### src/rtl/pfr_pkg.sv
package pfr_pkg;
  localparam logic [47:0] FC_MCAST_ADDR = 48'h0180_C200_0001;
  localparam logic [31:0] HDR_WORD      = 32'h8808_0001;
  localparam int          QUANTA_W      = 16;
  localparam int          DA_BYTES      = 6;
  localparam int          HDR_FIRST     = 12;
  localparam int          HDR_LAST      = 15;
  localparam int          QUANTA_HI     = 16;
  localparam int          QUANTA_LO     = 17;

  function automatic logic [7:0] addr_byte(input logic [47:0] a, input int k);
    logic [47:0] s;
    s = a >> (8 * (5 - k));
    return s[7:0];
  endfunction

  function automatic logic [7:0] hdr_byte(input int k);
    logic [31:0] s;
    s = HDR_WORD >> (8 * (3 - k));
    return s[7:0];
  endfunction
endpackage

### src/rtl/pfr_rst_sync.sv
module pfr_rst_sync #(
  parameter int STAGES = 2
) (
  input  logic clk,
  input  logic arst_n,
  output logic srst_n
);
  logic [STAGES-1:0] sync_q;

  always_ff @(posedge clk or negedge arst_n) begin
    if (!arst_n) sync_q <= '0;
    else         sync_q <= {sync_q[STAGES-2:0], 1'b1};
  end

  assign srst_n = sync_q[STAGES-1];
endmodule

### src/rtl/pfr_parser.sv
module pfr_parser
  import pfr_pkg::*;
#(
  parameter int FRAME_BYTES = 64
) (
  input  logic                clk,
  input  logic                rst_n,
  input  logic                rx_valid,
  input  logic                rx_sof,
  input  logic                rx_eof,
  input  logic [7:0]          rx_data,
  input  logic                rx_crc_ok,
  input  logic [47:0]         station_addr,
  input  logic                cfg_fc_en,
  input  logic                cfg_reject_mc,
  input  logic                fifo_room,
  output logic                evt_valid,
  output logic                evt_fwd,
  output logic [QUANTA_W-1:0] evt_quanta
);
  localparam int IW = $clog2(FRAME_BYTES) + 1;
  localparam logic [IW-1:0] IDX_MAX  = '1;
  localparam logic [IW-1:0] IDX_LAST = IW'(FRAME_BYTES - 1);

  logic [IW-1:0]       idx_q, idx_n, cur_idx;
  logic                act_q, act_n;
  logic                mc_q, mc_n, uc_q, uc_n, hdr_q, hdr_n;
  logic [QUANTA_W-1:0] qnt_q, qnt_n;
  logic                ev_q, ev_n, fwd_q, fwd_n;
  logic [QUANTA_W-1:0] evq_q, evq_n;
  logic                take;
  int                  pos;

  always_comb begin
    take    = rx_valid & (rx_sof | act_q);
    cur_idx = rx_sof ? '0 : idx_q;
    pos     = int'(cur_idx);
    idx_n   = idx_q;
    act_n   = act_q;
    mc_n    = mc_q;
    uc_n    = uc_q;
    hdr_n   = hdr_q;
    qnt_n   = qnt_q;
    ev_n    = 1'b0;
    fwd_n   = 1'b0;
    evq_n   = evq_q;
    if (take) begin
      if (rx_sof) begin
        mc_n  = 1'b1;
        uc_n  = 1'b1;
        hdr_n = 1'b1;
      end
      if (pos < DA_BYTES) begin
        mc_n = mc_n & (rx_data == addr_byte(FC_MCAST_ADDR, pos));
        uc_n = uc_n & (rx_data == addr_byte(station_addr, pos));
      end
      if (pos >= HDR_FIRST && pos <= HDR_LAST)
        hdr_n = hdr_n & (rx_data == hdr_byte(pos - HDR_FIRST));
      if (pos == QUANTA_HI) qnt_n[15:8] = rx_data;
      if (pos == QUANTA_LO) qnt_n[7:0]  = rx_data;
      idx_n = (cur_idx == IDX_MAX) ? cur_idx : cur_idx + 1'b1;
      act_n = ~rx_eof;
      if (rx_eof) begin
        ev_n  = cfg_fc_en & rx_crc_ok & (cur_idx == IDX_LAST) & (mc_n | uc_n) & hdr_n;
        fwd_n = ev_n & fifo_room & (uc_n | ~cfg_reject_mc);
        evq_n = qnt_n;
      end
    end
  end

  always_ff @(posedge clk or negedge rst_n) begin
    if (!rst_n) begin
      idx_q <= '0;
      act_q <= 1'b0;
      mc_q  <= 1'b0;
      uc_q  <= 1'b0;
      hdr_q <= 1'b0;
      qnt_q <= '0;
      ev_q  <= 1'b0;
      fwd_q <= 1'b0;
      evq_q <= '0;
    end else begin
      idx_q <= idx_n;
      act_q <= act_n;
      mc_q  <= mc_n;
      uc_q  <= uc_n;
      hdr_q <= hdr_n;
      qnt_q <= qnt_n;
      ev_q  <= ev_n;
      fwd_q <= fwd_n;
      evq_q <= evq_n;
    end
  end

  assign evt_valid  = ev_q;
  assign evt_fwd    = fwd_q;
  assign evt_quanta = evq_q;
endmodule

### src/rtl/pfr_timer.sv
module pfr_timer #(
  parameter int CW = 16
) (
  input  logic          clk,
  input  logic          rst_n,
  input  logic          load,
  input  logic [CW-1:0] load_val,
  input  logic          tick,
  output logic          paused
);
  logic [CW-1:0] cnt_q, cnt_n;
  logic          cnt_en;

  always_comb begin
    cnt_en = load | (tick & (cnt_q != '0));
    cnt_n  = load ? load_val : cnt_q - 1'b1;
  end

  always_ff @(posedge clk or negedge rst_n) begin
    if (!rst_n)      cnt_q <= '0;
    else if (cnt_en) cnt_q <= cnt_n;
  end

  assign paused = (cnt_q != '0);
endmodule

### src/rtl/pause_rx_timer.sv
module pause_rx_timer
  import pfr_pkg::*;
#(
  parameter int FRAME_BYTES = 64,
  parameter int SYNC_STAGES = 2
) (
  input  logic        clk,
  input  logic        rst_n,
  input  logic        rx_valid,
  input  logic        rx_sof,
  input  logic        rx_eof,
  input  logic [7:0]  rx_data,
  input  logic        rx_crc_ok,
  input  logic [47:0] station_addr,
  input  logic        cfg_tx_fc_en,
  input  logic        cfg_reject_mc,
  input  logic        fifo_room,
  input  logic        slot_tick,
  input  logic        tx_busy,
  input  logic        tx_fc_sel,
  output logic        tx_inhibit,
  output logic        fwd_to_fifo,
  output logic        paused,
  output logic        pause_rx_pulse
);
  logic                core_rst_n;
  logic                evt_valid, evt_fwd;
  logic [QUANTA_W-1:0] evt_quanta;

  pfr_rst_sync #(.STAGES(SYNC_STAGES)) rst_i (
    .clk(clk), .arst_n(rst_n), .srst_n(core_rst_n)
  );

  pfr_parser #(.FRAME_BYTES(FRAME_BYTES)) parse_i (
    .clk(clk), .rst_n(core_rst_n),
    .rx_valid(rx_valid), .rx_sof(rx_sof), .rx_eof(rx_eof),
    .rx_data(rx_data), .rx_crc_ok(rx_crc_ok),
    .station_addr(station_addr), .cfg_fc_en(cfg_tx_fc_en),
    .cfg_reject_mc(cfg_reject_mc), .fifo_room(fifo_room),
    .evt_valid(evt_valid), .evt_fwd(evt_fwd), .evt_quanta(evt_quanta)
  );

  pfr_timer #(.CW(QUANTA_W)) timer_i (
    .clk(clk), .rst_n(core_rst_n),
    .load(evt_valid), .load_val(evt_quanta), .tick(slot_tick),
    .paused(paused)
  );

  assign pause_rx_pulse = evt_valid;
  assign fwd_to_fifo    = evt_fwd;
  assign tx_inhibit     = paused & ~tx_busy & ~tx_fc_sel;
endmodule

### config.mk
export PLATFORM = sky130hd
export DESIGN_NAME = pause_rx_timer
export DESIGN_NICKNAME = d
export VERILOG_FILES = /design/src/rtl/pfr_pkg.sv /design/src/rtl/pfr_rst_sync.sv /design/src/rtl/pfr_parser.sv /design/src/rtl/pfr_timer.sv /design/src/rtl/pause_rx_timer.sv
export SDC_FILE = /design/constraint.sdc
export NUM_CORES = 1
export LEC_CHECK = 0
export ABC_AREA = 0
export BUFFER_PORTS_ARGS = -buffer_cell sky130_fd_sc_hd__buf_2
export CORE_UTILIZATION = 45
export CTS_BUF_LIST = sky130_fd_sc_hd__clkbuf_2 sky130_fd_sc_hd__clkbuf_4 sky130_fd_sc_hd__clkbuf_8
export CTS_CLUSTER_SIZE = 10
export DETAILED_ROUTE_END_ITERATION = 10
export PLACE_DENSITY = 0.73
export SYNTH_ARGS = -nofsm -noshare
export SYNTH_HDL_FRONTEND = slang
export SYNTH_HIERARCHICAL = 1
export SYNTH_SLANG_ARGS = --single-unit
export TNS_END_PERCENT = 50
### constraint.sdc
create_clock -name clk -period 2.6 [get_ports clk]
set_input_delay 0.26 -clock clk [delete_from_list [all_inputs] [get_ports clk]]
set_output_delay 0.26 -clock clk [all_outputs]
set_load 0.05 [all_outputs]
==> metrics.txt <==
# TYPE chip_impl_metric gauge
chip_impl_metric{name="post-route-util",unit="%"} 55.1
chip_impl_metric{name="yosys.area_share.simple",unit="%"} 22.6
chip_impl_metric{name="place.gp.congestion",unit=""} 0.937
chip_impl_metric{name="synth_async_sr_flop_share",unit="%"} 100
chip_impl_info{name="cp_most_frequent_cell",value="sky130_fd_sc_hd__buf_4"} 1
chip_impl_metric{name="num_vias",unit=""} 4069
chip_impl_metric{name="fp.dieArea",unit="µm²"} 10400
chip_impl_metric{name="synth_compound_area_share",unit="%"} 20.7
chip_impl_metric{name="clk-insertion-delay-late",unit="ns"} 0.34
chip_impl_info{name="worst_hold_startpoint",value="rx_eof"} 1
chip_impl_metric{name="period_needed",unit="ns"} 2.55
chip_impl_metric{name="ys_ff_latch",unit=""} 63
chip_impl_metric{name="synth.yosys.warnings",unit=""} 6
chip_impl_metric{name="critical_path_depth",unit=""} 10
chip_impl_info{name="cp_cell_sequence",value="buf_4, o21bai_4, a22oi_2, buf_4, o31ai_4, nor2_1, a2111oi_2, and4_1, nand4_2, a311oi_2"} 1
chip_impl_metric{name="cp_max_fo",unit=""} 5
chip_impl_metric{name="bufs_and_invs_on_worst_path",unit=""} 2
chip_impl_metric{name="dieWidth",unit="µm"} 102
chip_impl_metric{name="grt_usage",unit="%"} 22.6
chip_impl_metric{name="setup-tns-final",unit="ns"} 0
chip_impl_metric{name="io_buffer_count",unit=""} 71
chip_impl_metric{name="critPathRequiredTime",unit="ns"} 2.85
chip_impl_metric{name="synthToLayoutAreaGrowth",unit="%"} 19.6
chip_impl_metric{name="finClkSkew",unit="ns"} 0.00889
chip_impl_metric{name="detail_route.drc_violations",unit=""} 0
chip_impl_metric{name="synth_area",unit="µm²"} 4480
chip_impl_metric{name="detailed_routing_iterations_pass_1",unit=""} 4
chip_impl_metric{name="number_of_synthesized_flops_with_an_enable_pin",unit=""} 0
chip_impl_metric{name="postSynthCellCount",unit=""} 494
chip_impl_metric{name="p_leak",unit="µW"} 0.00234
chip_impl_metric{name="final_net_count",unit=""} 647
chip_impl_metric{name="num_io_pins",unit=""} 72
chip_impl_metric{name="synth.yosys.seq_area_share",unit="%"} 35.2
chip_impl_metric{name="cts_made_buffers",unit=""} 9
chip_impl_metric{name="route.detailed.vias_per_inst",unit=""} 5.71
chip_impl_metric{name="die_y",unit="µm"} 102
chip_impl_metric{name="place_area",unit="µm²"} 5010
chip_impl_metric{name="timing.final.ws_setup",unit="ns"} 0.0509
chip_impl_metric{name="power_density",unit="nW/µm²"} 522
chip_impl_metric{name="num-fill-cells",unit=""} 920
chip_impl_metric{name="timing.final.setup_violations",unit=""} 0
chip_impl_metric{name="initial_core_util",unit="%"} 46.1
chip_impl_metric{name="ctsLongestPathBuffers",unit=""} 2
chip_impl_info{name="worst_setup_path_end_kind",value="register"} 1
chip_impl_metric{name="synth_adder_area_share",unit="%"} 1.40
chip_impl_metric{name="antenna_violations_before_repair",unit=""} 0
chip_impl_info{name="critPathKind",value="reg -> reg"} 1
chip_impl_metric{name="grt_max_degree",unit=""} 33
chip_impl_metric{name="detailedRoute.firstIterationViolations",unit=""} 243
chip_impl_metric{name="routedWlPerCell",unit="µm"} 16.1
chip_impl_metric{name="grt_pass1_vias",unit=""} 3820
chip_impl_metric{name="global_route.overflow_total",unit=""} 0
chip_impl_metric{name="cts.clk_slew.worst_paths",unit="ns"} 0.07
chip_impl_info{name="critical_path.top_delay_family",value="compound AO/OA/AOI/OAI gates"} 1
chip_impl_metric{name="hold-worst-slack",unit="ns"} 0.0959
chip_impl_metric{name="timing.reg2reg.worst_path_depth",unit=""} 10
chip_impl_metric{name="core",unit="µm²"} 9730
chip_impl_metric{name="synthMuxAreaShare",unit="%"} 9.99
chip_impl_info{name="worst_setup_path_start_kind",value="register"} 1
chip_impl_metric{name="final-hold-violation-count",unit=""} 0
chip_impl_metric{name="grt_first_pass_wirelength",unit="µm"} 18300
chip_impl_metric{name="synth_nets",unit=""} 567
chip_impl_info{name="dominantRegCellSynth",value="sky130_fd_sc_hd__dfrtp_1"} 1
chip_impl_metric{name="worst-slew-pin-transition",unit="ns"} 0.811
chip_impl_metric{name="hpwl",unit="µm"} 8640
chip_impl_info{name="outcome",value="complete, no violations"} 1
chip_impl_metric{name="pre_cts_ws",unit="ns"} -0.0426
chip_impl_metric{name="synth.distinct_cells",unit=""} 79
chip_impl_metric{name="postRouteWirelength",unit="µm"} 11400
chip_impl_metric{name="period_share",unit="%"} 98.0
chip_impl_metric{name="max-vdd-ir-drop",unit="mV"} 0.229
chip_impl_info{name="r2r-start",value="parse_i/idx_q[2]"} 1
chip_impl_metric{name="synth.avg_cell_area",unit="µm²"} 9.08
chip_impl_metric{name="std_cell_rows",unit=""} 36
chip_impl_info{name="grt_setup_unrepaired",value="yes"} 1
chip_impl_metric{name="number_of_instances_on_the_worst_hold_path",unit=""} 2
chip_impl_metric{name="maxCapViolations",unit=""} 0
chip_impl_info{name="critPathLaunch",value="parse_i/idx_q[2]"} 1
chip_impl_info{name="min-delay-path-class",value="in -> reg"} 1
chip_impl_metric{name="relSlewSlack",unit="%"} 45.9
chip_impl_info{name="crit_path_top_delay_cell",value="sky130_fd_sc_hd__dfrtp_1"} 1
chip_impl_metric{name="antenna_cells",unit=""} 0
chip_impl_metric{name="achievable-frequency",unit="MHz"} 392
chip_impl_metric{name="final_cell_area",unit="µm²"} 5360
chip_impl_metric{name="clock_sinks",unit=""} 63
chip_impl_info{name="dominant_combinational_cell_family_by_area_after_synthesis",value="simple AND/OR/NAND/NOR gates"} 1
chip_impl_info{name="clock-root-buffer",value="sky130_fd_sc_hd__clkbuf_8"} 1
chip_impl_metric{name="final_layout_size_suffix_gt1_share",unit="%"} 32.6
chip_impl_metric{name="timing.critical_path.arrival",unit="ns"} 2.80
chip_impl_metric{name="route.antenna.remaining_nets",unit=""} 0
chip_impl_metric{name="cts-htree-levels",unit=""} 3
chip_impl_metric{name="slowest_delay",unit="ns"} 0.43
chip_impl_metric{name="report.final.slew_viol_count",unit=""} 0
chip_impl_info{name="tritoncts",value="done"} 1
chip_impl_metric{name="post_synth_xor_area_fraction",unit="%"} 4.10
-- worst paths after layout --
kind	end	slack [ns]
max reg2reg	parse_i/evt_fwd	0.05
min in group asynchronous	rst_i/sync_q[1]	0.23
min reg2reg	timer_i/cnt_q[11]	0.27
max	parse_i/evt_fwd	0.05
max in group asynchronous	parse_i/evt_quanta[2]	1.67
min	parse_i/act_q	0.1
-- cell type report --
class,instances,area [µm²],area share (%)
inverters,13,53.8,1.00
clock inverters,6,43.8,0.817
multi-input cells,382,2750,51.3
flip-flops and latches,63,1580,29.5
well taps,133,166,3.10
clock buffers,10,138,2.57
repair buffers,105,629,11.7
-- cell usage in the layout, fill, tap and decap left out, types with 4 or more instances in the layout --
cell	n
sky130_fd_sc_hd__nor3_1	9
sky130_fd_sc_hd__xor2_1	13
sky130_fd_sc_hd__nand3_1	16
sky130_fd_sc_hd__buf_4	31
sky130_fd_sc_hd__o211ai_1	10
sky130_fd_sc_hd__buf_2	71
sky130_fd_sc_hd__nor4_1	5
sky130_fd_sc_hd__mux2i_1	20
sky130_fd_sc_hd__a31oi_1	5
sky130_fd_sc_hd__o21ai_0	40
sky130_fd_sc_hd__nand3b_1	5
sky130_fd_sc_hd__and2_1	5
sky130_fd_sc_hd__clkbuf_8	10
sky130_fd_sc_hd__o21ai_1	7
sky130_fd_sc_hd__dfrtp_1	60
sky130_fd_sc_hd__a21oi_1	21
sky130_fd_sc_hd__or2_2	4
sky130_fd_sc_hd__nand2_1	54
sky130_fd_sc_hd__o31ai_1	4
sky130_fd_sc_hd__nor2_1	23
sky130_fd_sc_hd__nand4_1	7
sky130_fd_sc_hd__xnor2_1	8
sky130_fd_sc_hd__mux2_2	22
sky130_fd_sc_hd__or4_1	5
sky130_fd_sc_hd__ha_1	4
sky130_fd_sc_hd__nand2b_1	8
sky130_fd_sc_hd__inv_1	12
sky130_fd_sc_hd__o2111ai_1	4
-- routing by layer --
metal | track usage, % | share of wire (%) | vias up
met5 | 0 | 0 | -
met4 | 7.80 | 2.4 | 0
met3 | 3.63 | 5.4 | 23
met2 | 37.9 | 48 | 167
met1 | 29.7 | 44 | 1902
li1 | - | - | 1977
-- synth_stat cells, types with 3 or more instances --
master	instances	area (µm²)
sky130_fd_sc_hd__buf_4	4	30.0
sky130_fd_sc_hd__nor4_1	6	37.5
sky130_fd_sc_hd__inv_1	12	45.0
sky130_fd_sc_hd__a22o_1	4	35.0
sky130_fd_sc_hd__xnor2_1	8	70.1
sky130_fd_sc_hd__a31oi_1	5	31.3
sky130_fd_sc_hd__o21a_1	3	22.5
sky130_fd_sc_hd__mux2_2	22	248
sky130_fd_sc_hd__o31ai_1	6	45.0
sky130_fd_sc_hd__or2_2	4	25.0
sky130_fd_sc_hd__ha_1	5	62.6
sky130_fd_sc_hd__buf_6	7	78.8
sky130_fd_sc_hd__clkbuf_1	17	63.8
sky130_fd_sc_hd__xor2_1	13	114
sky130_fd_sc_hd__o211ai_1	10	75.1
sky130_fd_sc_hd__o2111ai_1	4	35.0
sky130_fd_sc_hd__nand3_1	16	80.1
sky130_fd_sc_hd__o21ai_1	6	30.0
sky130_fd_sc_hd__or3_1	3	18.8
sky130_fd_sc_hd__nor2_1	25	93.8
sky130_fd_sc_hd__nand4b_1	3	26.3
sky130_fd_sc_hd__a221oi_1	3	26.3
sky130_fd_sc_hd__nand4_1	7	43.8
sky130_fd_sc_hd__o22ai_1	3	18.8
sky130_fd_sc_hd__dfrtp_1	63	1580
sky130_fd_sc_hd__nand2b_1	8	50.1
sky130_fd_sc_hd__buf_2	6	30.0
sky130_fd_sc_hd__mux2i_1	20	200
sky130_fd_sc_hd__and2_1	5	31.3
sky130_fd_sc_hd__or4_1	5	37.5
sky130_fd_sc_hd__buf_1	3	11.3
sky130_fd_sc_hd__nand2_1	54	203
sky130_fd_sc_hd__o21ai_0	41	205
sky130_fd_sc_hd__nor3_1	11	55.1
sky130_fd_sc_hd__nand3b_1	5	37.5
sky130_fd_sc_hd__a21oi_1	22	110
-- worst reg2reg max path: stages (launching register included) --
cell	delay (ns)
sky130_fd_sc_hd__dfrtp_1	0.43
sky130_fd_sc_hd__buf_4	0.18
sky130_fd_sc_hd__o21bai_4	0.20
sky130_fd_sc_hd__a22oi_2	0.16
sky130_fd_sc_hd__buf_4	0.19
sky130_fd_sc_hd__o31ai_4	0.27
sky130_fd_sc_hd__nor2_1	0.08
sky130_fd_sc_hd__a2111oi_2	0.32
sky130_fd_sc_hd__and4_1	0.27
sky130_fd_sc_hd__nand4_2	0.13
sky130_fd_sc_hd__a311oi_2	0.23
-- what timing repair did --
action,CTS,global route
pin swaps,0,6
hold buffers,1,0
resized for setup,1,22
setup endpoints to repair,1,4
hold endpoints to repair,2,0
cloned,0,1
buffers inserted,0,5
-- through the flow --
stage	instances	total power (µW)
final	712	2800
after global routing	712	2960
after CTS	706	2750
after detailed placement	689	1960
after global placement	689	1940
after floorplan	494	1720
-- logic make-up (layout without fill, tap and decap cells) --
| kind of cell | Yosys count | in the layout |
|---|---|---|
| adder cells (fa/ha/maj) | 5 | 5 |
| AND/OR/NAND/NOR | 178 | 178 |
| XOR/XNOR | 21 | 21 |
| buffers and inverters | 50 | 134 |
| AO/OA/AOI/OAI | 134 | 135 |
| flip-flops | 63 | 63 |
| other | 1 | 1 |
| multiplexers | 42 | 42 |
-- state kept, by name, indices dropped and copies added, names as in the netlist --
register,count
parse_i/evt_quanta,16
parse_i/qnt_q,16
timer_i/cnt_q,16
parse_i/idx_q,7
rst_i/sync_q,2
parse_i/act_q,1
parse_i/evt_fwd,1
parse_i/evt_valid,1
parse_i/hdr_q,1
parse_i/mc_q,1
parse_i/uc_q,1
-- where the power goes --
group	switching [µW]	internal (µW)
Sequential	105	1050
Clock	402	376
Combinational	463	396
Total	969	1830
Power figures use the tool's default switching activity.
